## config.mk

```make
export PLATFORM = sky130hd
export DESIGN_NAME = mbox_status_reg
export DESIGN_NICKNAME = d
export VERILOG_FILES = /design/src/rtl/mbox_pkg.sv /design/src/rtl/mbox_setclr_flag.sv /design/src/rtl/mbox_handshake.sv /design/src/rtl/mbox_dev_fsm.sv /design/src/rtl/mbox_fill_flags.sv /design/src/rtl/mbox_status_reg.sv
export SDC_FILE = /design/constraint.sdc
export NUM_CORES = 1
export LEC_CHECK = 0
export CAP_MARGIN = 0
export CORE_MARGIN = 8
export CORE_UTILIZATION = 48
export CTS_BUF_LIST = sky130_fd_sc_hd__clkbuf_2 sky130_fd_sc_hd__clkbuf_4 sky130_fd_sc_hd__clkbuf_8
export DETAILED_ROUTE_END_ITERATION = 16
export PLACE_DENSITY = 0.88
export SKIP_CTS_REPAIR_TIMING = 1
export SYNTH_ARGS = -nofsm -noshare
export SYNTH_HDL_FRONTEND = slang
export SYNTH_HIERARCHICAL = 1
export SYNTH_SLANG_ARGS = --single-unit
export TNS_END_PERCENT = 10
```

## constraint.sdc

```tcl
create_clock -name clk -period 7.9 [get_ports clk]
set_input_delay 1.975 -clock clk [delete_from_list [all_inputs] [get_ports clk]]
set_output_delay 1.975 -clock clk [all_outputs]
set_load 0.005 [all_outputs]
```

## src/rtl/mbox_pkg.sv

```systemverilog
package mbox_pkg;

  typedef enum logic [3:0] {
    ST_HARD  = 4'd0,
    ST_SOFT  = 4'd1,
    ST_CFG   = 4'd2,
    ST_TEST  = 4'd3,
    ST_BOOT  = 4'd4,
    ST_FAIL  = 4'd5,
    ST_IFAIL = 4'd6,
    ST_PASS  = 4'd7,
    ST_RUN   = 4'd8
  } dev_state_e;

  localparam int STAT_W     = 16;
  localparam int B_CMD_RDY  = 0;
  localparam int B_RESP_RDY = 1;
  localparam int B_HW_OK    = 2;
  localparam int B_PASSED   = 3;
  localparam int B_READY    = 4;
  localparam int B_ERR_N    = 5;
  localparam int B_DONE     = 6;
  localparam int B_LOADED   = 7;
  localparam int B_ST_DONE  = 8;
  localparam int B_DATA_RDY = 9;
  localparam int B_BLK_RDY  = 10;

endpackage

```

## src/rtl/mbox_setclr_flag.sv

```systemverilog
// One handshake flag: set by the processor side, cleared by the host side.
// A clear or flush has priority over a set in the same cycle.
module mbox_setclr_flag (
  input  logic clk,
  input  logic rst_n,
  input  logic set_i,
  input  logic clr_i,
  input  logic flush_i,
  output logic q_o
);

  logic q_d;
  logic q_en;

  always_comb begin
    q_en = set_i | clr_i | flush_i;
    q_d  = set_i & ~clr_i & ~flush_i;
  end

  always_ff @(posedge clk or negedge rst_n) begin
    if (!rst_n) begin
      q_o <= 1'b0;
    end else if (q_en) begin
      q_o <= q_d;
    end
  end

endmodule

```

## src/rtl/mbox_handshake.sv

```systemverilog
// Command, parameter and response holding registers with their handshake
// flags, and the processor-written done and error flags.
module mbox_handshake #(
  parameter int DATA_W = 32
) (
  input  logic              clk,
  input  logic              rst_n,
  input  logic              soft_rst,
  input  logic              host_cmd_wr,
  input  logic [DATA_W-1:0] host_cmd_data,
  input  logic              host_par_wr,
  input  logic [DATA_W-1:0] host_par_data,
  input  logic              proc_cmd_rdy_set,
  input  logic              proc_resp_load,
  input  logic [DATA_W-1:0] proc_resp_data,
  input  logic              proc_flag_wr,
  input  logic              proc_done_val,
  input  logic              proc_err_n_val,
  output logic [DATA_W-1:0] cmd_word,
  output logic [DATA_W-1:0] par_word,
  output logic [DATA_W-1:0] qresp_word,
  output logic              cmd_rdy,
  output logic              resp_rdy,
  output logic              done,
  output logic              err_n
);

  localparam int NFLAG   = 2;
  localparam int F_CMD   = 0;
  localparam int F_RESP  = 1;

  logic [NFLAG-1:0] set_vec;
  logic [NFLAG-1:0] flag_q;

  assign set_vec[F_CMD]  = proc_cmd_rdy_set;
  assign set_vec[F_RESP] = proc_resp_load;

  for (genvar g = 0; g < NFLAG; g++) begin : g_flag
    mbox_setclr_flag u_flag (
      .clk     (clk),
      .rst_n   (rst_n),
      .set_i   (set_vec[g]),
      .clr_i   (host_cmd_wr),
      .flush_i (soft_rst),
      .q_o     (flag_q[g])
    );
  end

  assign cmd_rdy  = flag_q[F_CMD];
  assign resp_rdy = flag_q[F_RESP];

  // Holding registers
  always_ff @(posedge clk or negedge rst_n) begin
    if (!rst_n) begin
      cmd_word <= '0;
    end else if (host_cmd_wr) begin
      cmd_word <= host_cmd_data;
    end
  end

  always_ff @(posedge clk or negedge rst_n) begin
    if (!rst_n) begin
      par_word <= '0;
    end else if (host_par_wr) begin
      par_word <= host_par_data;
    end
  end

  always_ff @(posedge clk or negedge rst_n) begin
    if (!rst_n) begin
      qresp_word <= '0;
    end else if (proc_resp_load) begin
      qresp_word <= proc_resp_data;
    end
  end

  // Processor completion and error flags
  logic done_d;
  logic err_n_d;
  logic stat_en;

  always_comb begin
    stat_en = soft_rst | proc_flag_wr;
    done_d  = proc_done_val;
    err_n_d = proc_err_n_val;
    if (soft_rst) begin
      done_d  = 1'b0;
      err_n_d = 1'b1;
    end
  end

  always_ff @(posedge clk or negedge rst_n) begin
    if (!rst_n) begin
      done  <= 1'b0;
      err_n <= 1'b1;
    end else if (stat_en) begin
      done  <= done_d;
      err_n <= err_n_d;
    end
  end

endmodule

```

## src/rtl/mbox_dev_fsm.sv

```systemverilog
// Device-state tracking: reset, config init, self test, boot with timeout,
// passed and running, plus the sticky progress bits.
module mbox_dev_fsm
  import mbox_pkg::*;
#(
  parameter int BOOT_TIMEOUT = 100000
) (
  input  logic       clk,
  input  logic       rst_n,
  input  logic       soft_rst,
  input  logic       hw_init_ok,
  input  logic       cfg_done,
  input  logic       st_pass,
  input  logic       st_fail,
  input  logic       boot_ok,
  input  logic       init_done,
  output dev_state_e state_o,
  output logic       passed_o,
  output logic       ready_o,
  output logic       st_done_o,
  output logic       loaded_o,
  output logic       hw_ok_o
);

  localparam int TW = $clog2(BOOT_TIMEOUT + 1);
  localparam logic [TW-1:0] TMR_LAST = TW'(BOOT_TIMEOUT - 1);

  dev_state_e    state_q, state_d;
  logic [TW-1:0] tmr_q, tmr_d;
  logic          tmr_en;

  // Next-state logic
  always_comb begin
    state_d = state_q;
    if (soft_rst) begin
      state_d = ST_SOFT;
    end else begin
      case (state_q)
        ST_HARD, ST_SOFT: if (hw_init_ok) state_d = ST_CFG;
        ST_CFG:           if (cfg_done)   state_d = ST_TEST;
        ST_TEST: begin
          if (st_fail)      state_d = ST_FAIL;
          else if (st_pass) state_d = ST_BOOT;
        end
        ST_BOOT: begin
          if (boot_ok)               state_d = ST_PASS;
          else if (tmr_q == TMR_LAST) state_d = ST_IFAIL;
        end
        ST_PASS:          if (init_done)  state_d = ST_RUN;
        default:          state_d = state_q;
      endcase
    end
  end

  // Boot watchdog timer: runs only while booting
  always_comb begin
    tmr_en = (state_q == ST_BOOT) || (tmr_q != '0);
    tmr_d  = '0;
    if (state_q == ST_BOOT && state_d == ST_BOOT) begin
      tmr_d = tmr_q + 1'b1;
    end
  end

  always_ff @(posedge clk or negedge rst_n) begin
    if (!rst_n) begin
      state_q <= ST_HARD;
    end else begin
      state_q <= state_d;
    end
  end

  always_ff @(posedge clk or negedge rst_n) begin
    if (!rst_n) begin
      tmr_q <= '0;
    end else if (tmr_en) begin
      tmr_q <= tmr_d;
    end
  end

  // Sticky progress bits
  logic st_set, ld_set;
  logic st_en, ld_en;

  always_comb begin
    st_set = (state_q == ST_TEST) && (state_d == ST_BOOT);
    ld_set = (state_q == ST_BOOT) && (state_d == ST_PASS);
    st_en  = st_set | soft_rst;
    ld_en  = ld_set | soft_rst;
  end

  always_ff @(posedge clk or negedge rst_n) begin
    if (!rst_n) begin
      st_done_o <= 1'b0;
    end else if (st_en) begin
      st_done_o <= st_set & ~soft_rst;
    end
  end

  always_ff @(posedge clk or negedge rst_n) begin
    if (!rst_n) begin
      loaded_o <= 1'b0;
    end else if (ld_en) begin
      loaded_o <= ld_set & ~soft_rst;
    end
  end

  always_ff @(posedge clk or negedge rst_n) begin
    if (!rst_n) begin
      hw_ok_o <= 1'b0;
    end else begin
      hw_ok_o <= hw_init_ok;
    end
  end

  assign state_o  = state_q;
  assign passed_o = (state_q == ST_PASS) || (state_q == ST_RUN);
  assign ready_o  = (state_q == ST_CFG)  || (state_q == ST_RUN);

endmodule

```

## src/rtl/mbox_fill_flags.sv

```systemverilog
// Availability flags derived from the outbound queue fill count.
module mbox_fill_flags #(
  parameter int CNT_W       = 9,
  parameter int BLOCK_WORDS = 64
) (
  input  logic [CNT_W-1:0] q_count,
  output logic             data_rdy,
  output logic             blk_rdy
);

  localparam logic [CNT_W:0] BLK_LIM = (CNT_W+1)'(BLOCK_WORDS);

  always_comb begin
    data_rdy = (q_count != '0);
    blk_rdy  = ({1'b0, q_count} >= BLK_LIM);
  end

endmodule

```

## src/rtl/mbox_status_reg.sv

```systemverilog
module mbox_status_reg
  import mbox_pkg::*;
#(
  parameter int DATA_W       = 32,
  parameter int CNT_W        = 9,
  parameter int BLOCK_WORDS  = 64,
  parameter int BOOT_TIMEOUT = 100000
) (
  input  logic              clk,
  input  logic              rst_n,
  input  logic              host_cmd_wr,
  input  logic [DATA_W-1:0] host_cmd_data,
  input  logic              host_par_wr,
  input  logic [DATA_W-1:0] host_par_data,
  input  logic              proc_cmd_rdy_set,
  input  logic              proc_resp_load,
  input  logic [DATA_W-1:0] proc_resp_data,
  input  logic              proc_flag_wr,
  input  logic              proc_done_val,
  input  logic              proc_err_n_val,
  input  logic              hw_init_ok,
  input  logic              cfg_done,
  input  logic              st_pass,
  input  logic              st_fail,
  input  logic              boot_ok,
  input  logic              init_done,
  input  logic              soft_rst,
  input  logic [CNT_W-1:0]  q_count,
  output logic [DATA_W-1:0] cmd_word,
  output logic [DATA_W-1:0] par_word,
  output logic [DATA_W-1:0] qresp_word,
  output logic [15:0]       status_word,
  output logic [3:0]        dev_state
);

  // Reset: asserted asynchronously, released on the clock
  logic [1:0] rst_sync_q;
  logic       rst_i_n;

  always_ff @(posedge clk or negedge rst_n) begin
    if (!rst_n) begin
      rst_sync_q <= 2'b00;
    end else begin
      rst_sync_q <= {rst_sync_q[0], 1'b1};
    end
  end

  assign rst_i_n = rst_sync_q[1];

  logic       cmd_rdy, resp_rdy, done, err_n;
  logic       passed, ready, st_done, loaded, hw_ok;
  logic       data_rdy, blk_rdy;
  dev_state_e state;

  mbox_handshake #(.DATA_W(DATA_W)) u_hs (
    .clk              (clk),
    .rst_n            (rst_i_n),
    .soft_rst         (soft_rst),
    .host_cmd_wr      (host_cmd_wr),
    .host_cmd_data    (host_cmd_data),
    .host_par_wr      (host_par_wr),
    .host_par_data    (host_par_data),
    .proc_cmd_rdy_set (proc_cmd_rdy_set),
    .proc_resp_load   (proc_resp_load),
    .proc_resp_data   (proc_resp_data),
    .proc_flag_wr     (proc_flag_wr),
    .proc_done_val    (proc_done_val),
    .proc_err_n_val   (proc_err_n_val),
    .cmd_word         (cmd_word),
    .par_word         (par_word),
    .qresp_word       (qresp_word),
    .cmd_rdy          (cmd_rdy),
    .resp_rdy         (resp_rdy),
    .done             (done),
    .err_n            (err_n)
  );

  mbox_dev_fsm #(.BOOT_TIMEOUT(BOOT_TIMEOUT)) u_fsm (
    .clk        (clk),
    .rst_n      (rst_i_n),
    .soft_rst   (soft_rst),
    .hw_init_ok (hw_init_ok),
    .cfg_done   (cfg_done),
    .st_pass    (st_pass),
    .st_fail    (st_fail),
    .boot_ok    (boot_ok),
    .init_done  (init_done),
    .state_o    (state),
    .passed_o   (passed),
    .ready_o    (ready),
    .st_done_o  (st_done),
    .loaded_o   (loaded),
    .hw_ok_o    (hw_ok)
  );

  mbox_fill_flags #(.CNT_W(CNT_W), .BLOCK_WORDS(BLOCK_WORDS)) u_fill (
    .q_count  (q_count),
    .data_rdy (data_rdy),
    .blk_rdy  (blk_rdy)
  );

  // Status word assembly
  always_comb begin
    status_word             = '0;
    status_word[B_CMD_RDY]  = cmd_rdy;
    status_word[B_RESP_RDY] = resp_rdy;
    status_word[B_HW_OK]    = hw_ok;
    status_word[B_PASSED]   = passed;
    status_word[B_READY]    = ready;
    status_word[B_ERR_N]    = err_n;
    status_word[B_DONE]     = done;
    status_word[B_LOADED]   = loaded;
    status_word[B_ST_DONE]  = st_done;
    status_word[B_DATA_RDY] = data_rdy;
    status_word[B_BLK_RDY]  = blk_rdy;
  end

  assign dev_state = state;

endmodule

```

**Word level (Yosys, flattened, before mapping)**

Index checks and enable logic that the tools add are counted.

- Flip-flop bits (word level): 126
- Input bits: 121
- Output and inout port bits: 116
- Logic and storage cells: 61

- Add/sub/neg operators: 1
- Magnitude comparators: 1
- Equal/unequal tests: 9
- Muxes and demuxes: 12
- Bitwise gates (word level): 15
- Reductions and logical operators: 10

Operators by type and width:

| kind | count |
|---|---|
| 4-bit 2-to-1 mux | 8 |
| 4-bit case mux with 5 select lines | 1 |
| 17-bit by 1-bit adder with 17-bit output, second input constant | 1 |
| 17-bit == test, second input constant | 1 |
| 17-bit 2-to-1 mux | 1 |
| 17-bit nonzero test | 1 |
| 4-bit by 3-bit == test with 1-bit output, second input constant | 4 |
| 9-bit by 7-bit greater-or-equal comparator with 1-bit output, second input constant | 1 |
| 9-bit nonzero test | 1 |
| 4-bit by 2-bit == test with 1-bit output, second input constant | 2 |
| 1-bit OR | 7 |
| 1-bit bitwise AND | 6 |
| 4-bit by 1-bit == test with 1-bit output, second input constant | 1 |
| 4-bit == test, second input constant | 1 |
| 4-bit zero test | 1 |
| 1-bit logical AND | 3 |
| 1-bit logical OR | 3 |
| 1-bit 2-to-1 mux | 2 |
| 1-bit NOT | 2 |
| 2-bit OR reduction | 1 |

**Longest topological paths before layout**

- Depth after elaboration: 8
- Gate-level depth with buffers: 7
- Mapped depth without buffers: 7

**By module**

The synthesis kept the hierarchy.

By module, submodules not included:

| module | times used | cells each | area each (µm²) | sequential area each (µm²) |
|---|---|---|---|---|
| mbox_handshake | 1 | 210 | 4115.2 | 2453.6 |
| mbox_dev_fsm | 1 | 144 | 1420.1 | 600.6 |
| mbox_status_reg | 1 | 20 | 177.7 | 50.0 |
| mbox_setclr_flag | 2 | 3 | 38.8 | 25.0 |
| mbox_fill_flags | 1 | 3 | 21.3 | 0.0 |

**Worst setup path after synthesis**

No wires, ideal clock.

- Path type: input to output
- From: in q_count[3]
- To: out status_word[9]
- Data arrival time: 2.997 ns
- Data required time: 5.925 ns
- Setup slack: 2.928 ns
- Cell stages on the path: 3
- Path buffers: 1
- Cell sequence: or4_1 > or4_1 > buf_4

- Word-level cells in the longest chain between the ends: 1

Ends and longest elaborated chain:

| what | line | text |
|---|---|---|
| start: declaration | mbox_status_reg.sv:28 | `input logic [CNT_W-1:0] q_count,` |
| 9-bit nonzero test | mbox_fill_flags.sv:14 | `data_rdy = (q_count != '0);` |
| end: declaration | mbox_status_reg.sv:32 | `output logic [15:0] status_word,` |

Every way passes these cells.

**Final worst setup path**

Same ends and word-level chain as after synthesis.

==> results.sh <==
export IMPL_status="finished clean"
export IMPL_drt_iter0_markers=199
export IMPL_maxSlewViolCount=0
export IMPL_layout_nets=727
export IMPL_critical_path_required_ns=5.93
export IMPL_core_um2=11900
export IMPL_cts_path_max_buffers=2
export IMPL_fill_cells=831
export IMPL_root_buffer="clkbuf_8"
export IMPL_clk_pin_slew_ns=0.07
export IMPL_cts_max_level=4
export IMPL_power_density_nw_per_um2=207
export IMPL_synth_ff_type="dfrtp_1"
export IMPL_ys_warn_count=6
export IMPL_grt_pass1_vias=4249
export IMPL_grt_max_degree=75
export IMPL_drive_gt1_share_pct=25.0
export IMPL_fin_crit_ns=5.76
export IMPL_grtUsageMet2_pct=35.5
export IMPL_hpwl_mm=11.7
export IMPL_hp_class="flip-flop to flip-flop"
export IMPL_vdd_drop_max_uv=173
export IMPL_yosysSeqAreaShare_pct=54.3
export IMPL_finalHoldViolations=0
export IMPL_route_detailed_drc=0
export IMPL_p_leak_uw=0.00371
export IMPL_tritoncts="done"
export IMPL_synthCells=383
export IMPL_wl_mm=15.8
export IMPL_synth_compound_area_share_pct=2.71
export IMPL_synthAdderAreaFrac_pct=0.431
export IMPL_synth_simple_gate_area_share_pct=8.70
export IMPL_vias=3947
export IMPL_maxCapViolations=0
export IMPL_max_freq_mhz=174
export IMPL_synth_mux_area_share_pct=24.8
export IMPL_start_util_pct=48.8
export IMPL_die_height_um=126
export IMPL_num_rows=40
export IMPL_pre_cts_ws_ns=2.18
export IMPL_worst_slack_ns=2.14
export IMPL_finalSetupViolations=0
export IMPL_antenna_cells=0
export IMPL_grt_ovfl_total=0
export IMPL_numCtsBuffers=17
export IMPL_synth_edf_count=0
export IMPL_crit_fanout=1
export IMPL_relSlewSlack_pct=29.7
export IMPL_num_io_pins=237
export IMPL_clock_latency_ns=0.43
export IMPL_synth_xor_area_share_pct=2.11
export IMPL_routed_via_density=5.17
export IMPL_syn_area_um2=5810
export IMPL_synth_seq_cells=126
export IMPL_first_pass_iters=4
export IMPL_async_reset_ff_share_pct=100
export IMPL_dieArea_um2=15900
export IMPL_synth_top_family_by_area="multiplexers"
export IMPL_grt_pass1_wl_mm=24.7
export IMPL_use_met3_pct=5.91
export IMPL_grt_usage_pct=19.9
export IMPL_area_growth_syn_to_layout_pct=44.2
export IMPL_finalSetupTns_ns=0
export IMPL_antenna_found_initial=0
export IMPL_port_buffers=231
export IMPL_crit_path_max_incr_delay_ns=0.50
export IMPL_die_w_um=126
export IMPL_use_met1_pct=21.6
export IMPL_critPathSlowestCell="clkdlybuf4s50_1"
export IMPL_critical_path_top_delay_family="simple AND/OR/NAND/NOR gates"
export IMPL_endpoint_kind="primary output"
export IMPL_worstPathArrival_ns=3.78
export IMPL_avgSynthCellArea_um2=15.2
export IMPL_path_class="input pin to primary output"
export IMPL_synth_cell_types=50
export IMPL_ant_nets=0
export IMPL_top_usage_layer="met2"
export IMPL_rsz0062_at_grt="false"
export IMPL_finalCritPeriodShare_pct=72.9
export IMPL_wire_per_inst_um=20.7
export IMPL_tightest_slew_ns=1.05
export IMPL_start_kind="input pin"
export IMPL_path_buf_inv=2
export IMPL_place_gp_congestion=0.843
export IMPL_cp_cell_sequence="clkdlybuf4s50_1 > or4_1 > or4_1 > clkdlybuf4s50_1"
export IMPL_fin_skew_ns=0.00665
export IMPL_clock_sinks=126
report_power, final:
group / internal (µW) / leakage [µW] / total (µW) / switching, µW
sequential: 704 / 0.00152 / 760 / 55.1
clock: 353 / 0.000221 / 600 / 248
combinational: 248 / 0.00196 / 377 / 129
total: 1310 / 0.00371 / 1740 / 432
state kept, by name, summed over array words and instances, names as in the netlist:
signal / cells
u_hs/cmd_word: 32
u_fsm/st_done_o: 1
u_hs/err_n: 1
u_fsm/hw_ok_o: 1
u_hs/qresp_word: 32
u_fsm/state_o: 4
u_hs/par_word: 32
u_fsm/loaded_o: 1
u_hs/g_flag.u_flag/q_o: 2
u_fsm/tmr_q: 17
rst_sync_q: 2
u_hs/done: 1
worst paths after layout:
check	startpoint	to	slack, ns	depth (start not counted)
max in group asynchronous	rst_n	rst_sync_q[1]	6.05	1
min in group asynchronous	rst_sync_q[1]	u_hs/cmd_word[3]	0.37	0
hold reg to reg	rst_sync_q[0]	rst_sync_q[1]	0.36	0
setup / recovery	q_count[3]	status_word[9]	2.14	4
hold / removal	rst_sync_q[0]	rst_sync_q[1]	0.36	0
setup reg to reg	u_fsm/state_o[0]	u_fsm/tmr_q[10]	5.51	5
cell usage after synthesis, types with 5 or more instances:
| cell type | instances | share of area, % |
|---|---|---|
| nor3_2 | 9 | 1.6 |
| nand2_1 | 12 | 0.77 |
| dfrtp_1 | 125 | 54 |
| inv_1 | 6 | 0.39 |
| buf_4 | 16 | 2.1 |
| nand4_1 | 5 | 0.54 |
| xor2_1 | 11 | 1.7 |
| mux2_2 | 7 | 1.4 |
| mux2_4 | 90 | 23 |
| buf_12 | 9 | 3.1 |
| nor2_1 | 19 | 1.2 |
cells by family (layout without fill, tap and decap cells):
family | Yosys count | count (layout)
flip-flops | 126 | 126
multiplexers | 98 | 98
AND/OR/NAND/NOR | 81 | 81
buffers and inverters | 40 | 270
AO/OA/AOI/OAI | 20 | 20
XOR/XNOR | 14 | 14
adder cells (fa/ha/maj) | 2 | 2
other | 2 | 6
per-stage QoR:
| step | std cells | hold WS (ns) | util, % | cell area, µm² | power [µW] |
|---|---|---|---|---|---|
| after global placement | 732 | 0.339 | 66.7 | 7940 | 1130 |
| final | 764 | 0.359 | 70.3 | 8380 | 1740 |
| after detailed placement | 732 | 0.341 | 66.7 | 7940 | 1150 |
| after CTS | 764 | 0.360 | 70.3 | 8380 | 1760 |
| after floorplan | 387 | 0.331 | - | 5830 | 950 |
| after global routing | 764 | 0.379 | 70.3 | 8380 | 1810 |
metal layers:
layer | part of all wire [%] | vias up | routed length, µm
met5 | 0 | - | 0
met4 | 2.4 | 0 | 375
met3 | 5.3 | 25 | 842
met2 | 54 | 144 | 8510
met1 | 39 | 2007 | 6100
li1 | - | 1771 | -
layout by cell type (no fill, tap or decap), types with 5 or more instances in the layout:
cell type and count:
clkdlybuf4s50_1 228, dfrtp_1 124, mux2_4 90, clkbuf_8 22
nor2_1 19, nand2_1 12, xor2_1 11, nor3_2 9
mux2_2 7, conb_1 6, inv_1 6, nand4_1 5
cell type report:
class,instances,area (µm²),area share [%]
flip-flops and latches,126,3160,37.7
repair buffers,232,2300,27.5
multi-input cells,221,2270,27.1
clock buffers,22,303,3.61
well taps,147,184,2.20
clock inverters,10,134,1.60
inverters,6,22.5,0.269
Power figures use the tool's default switching activity.
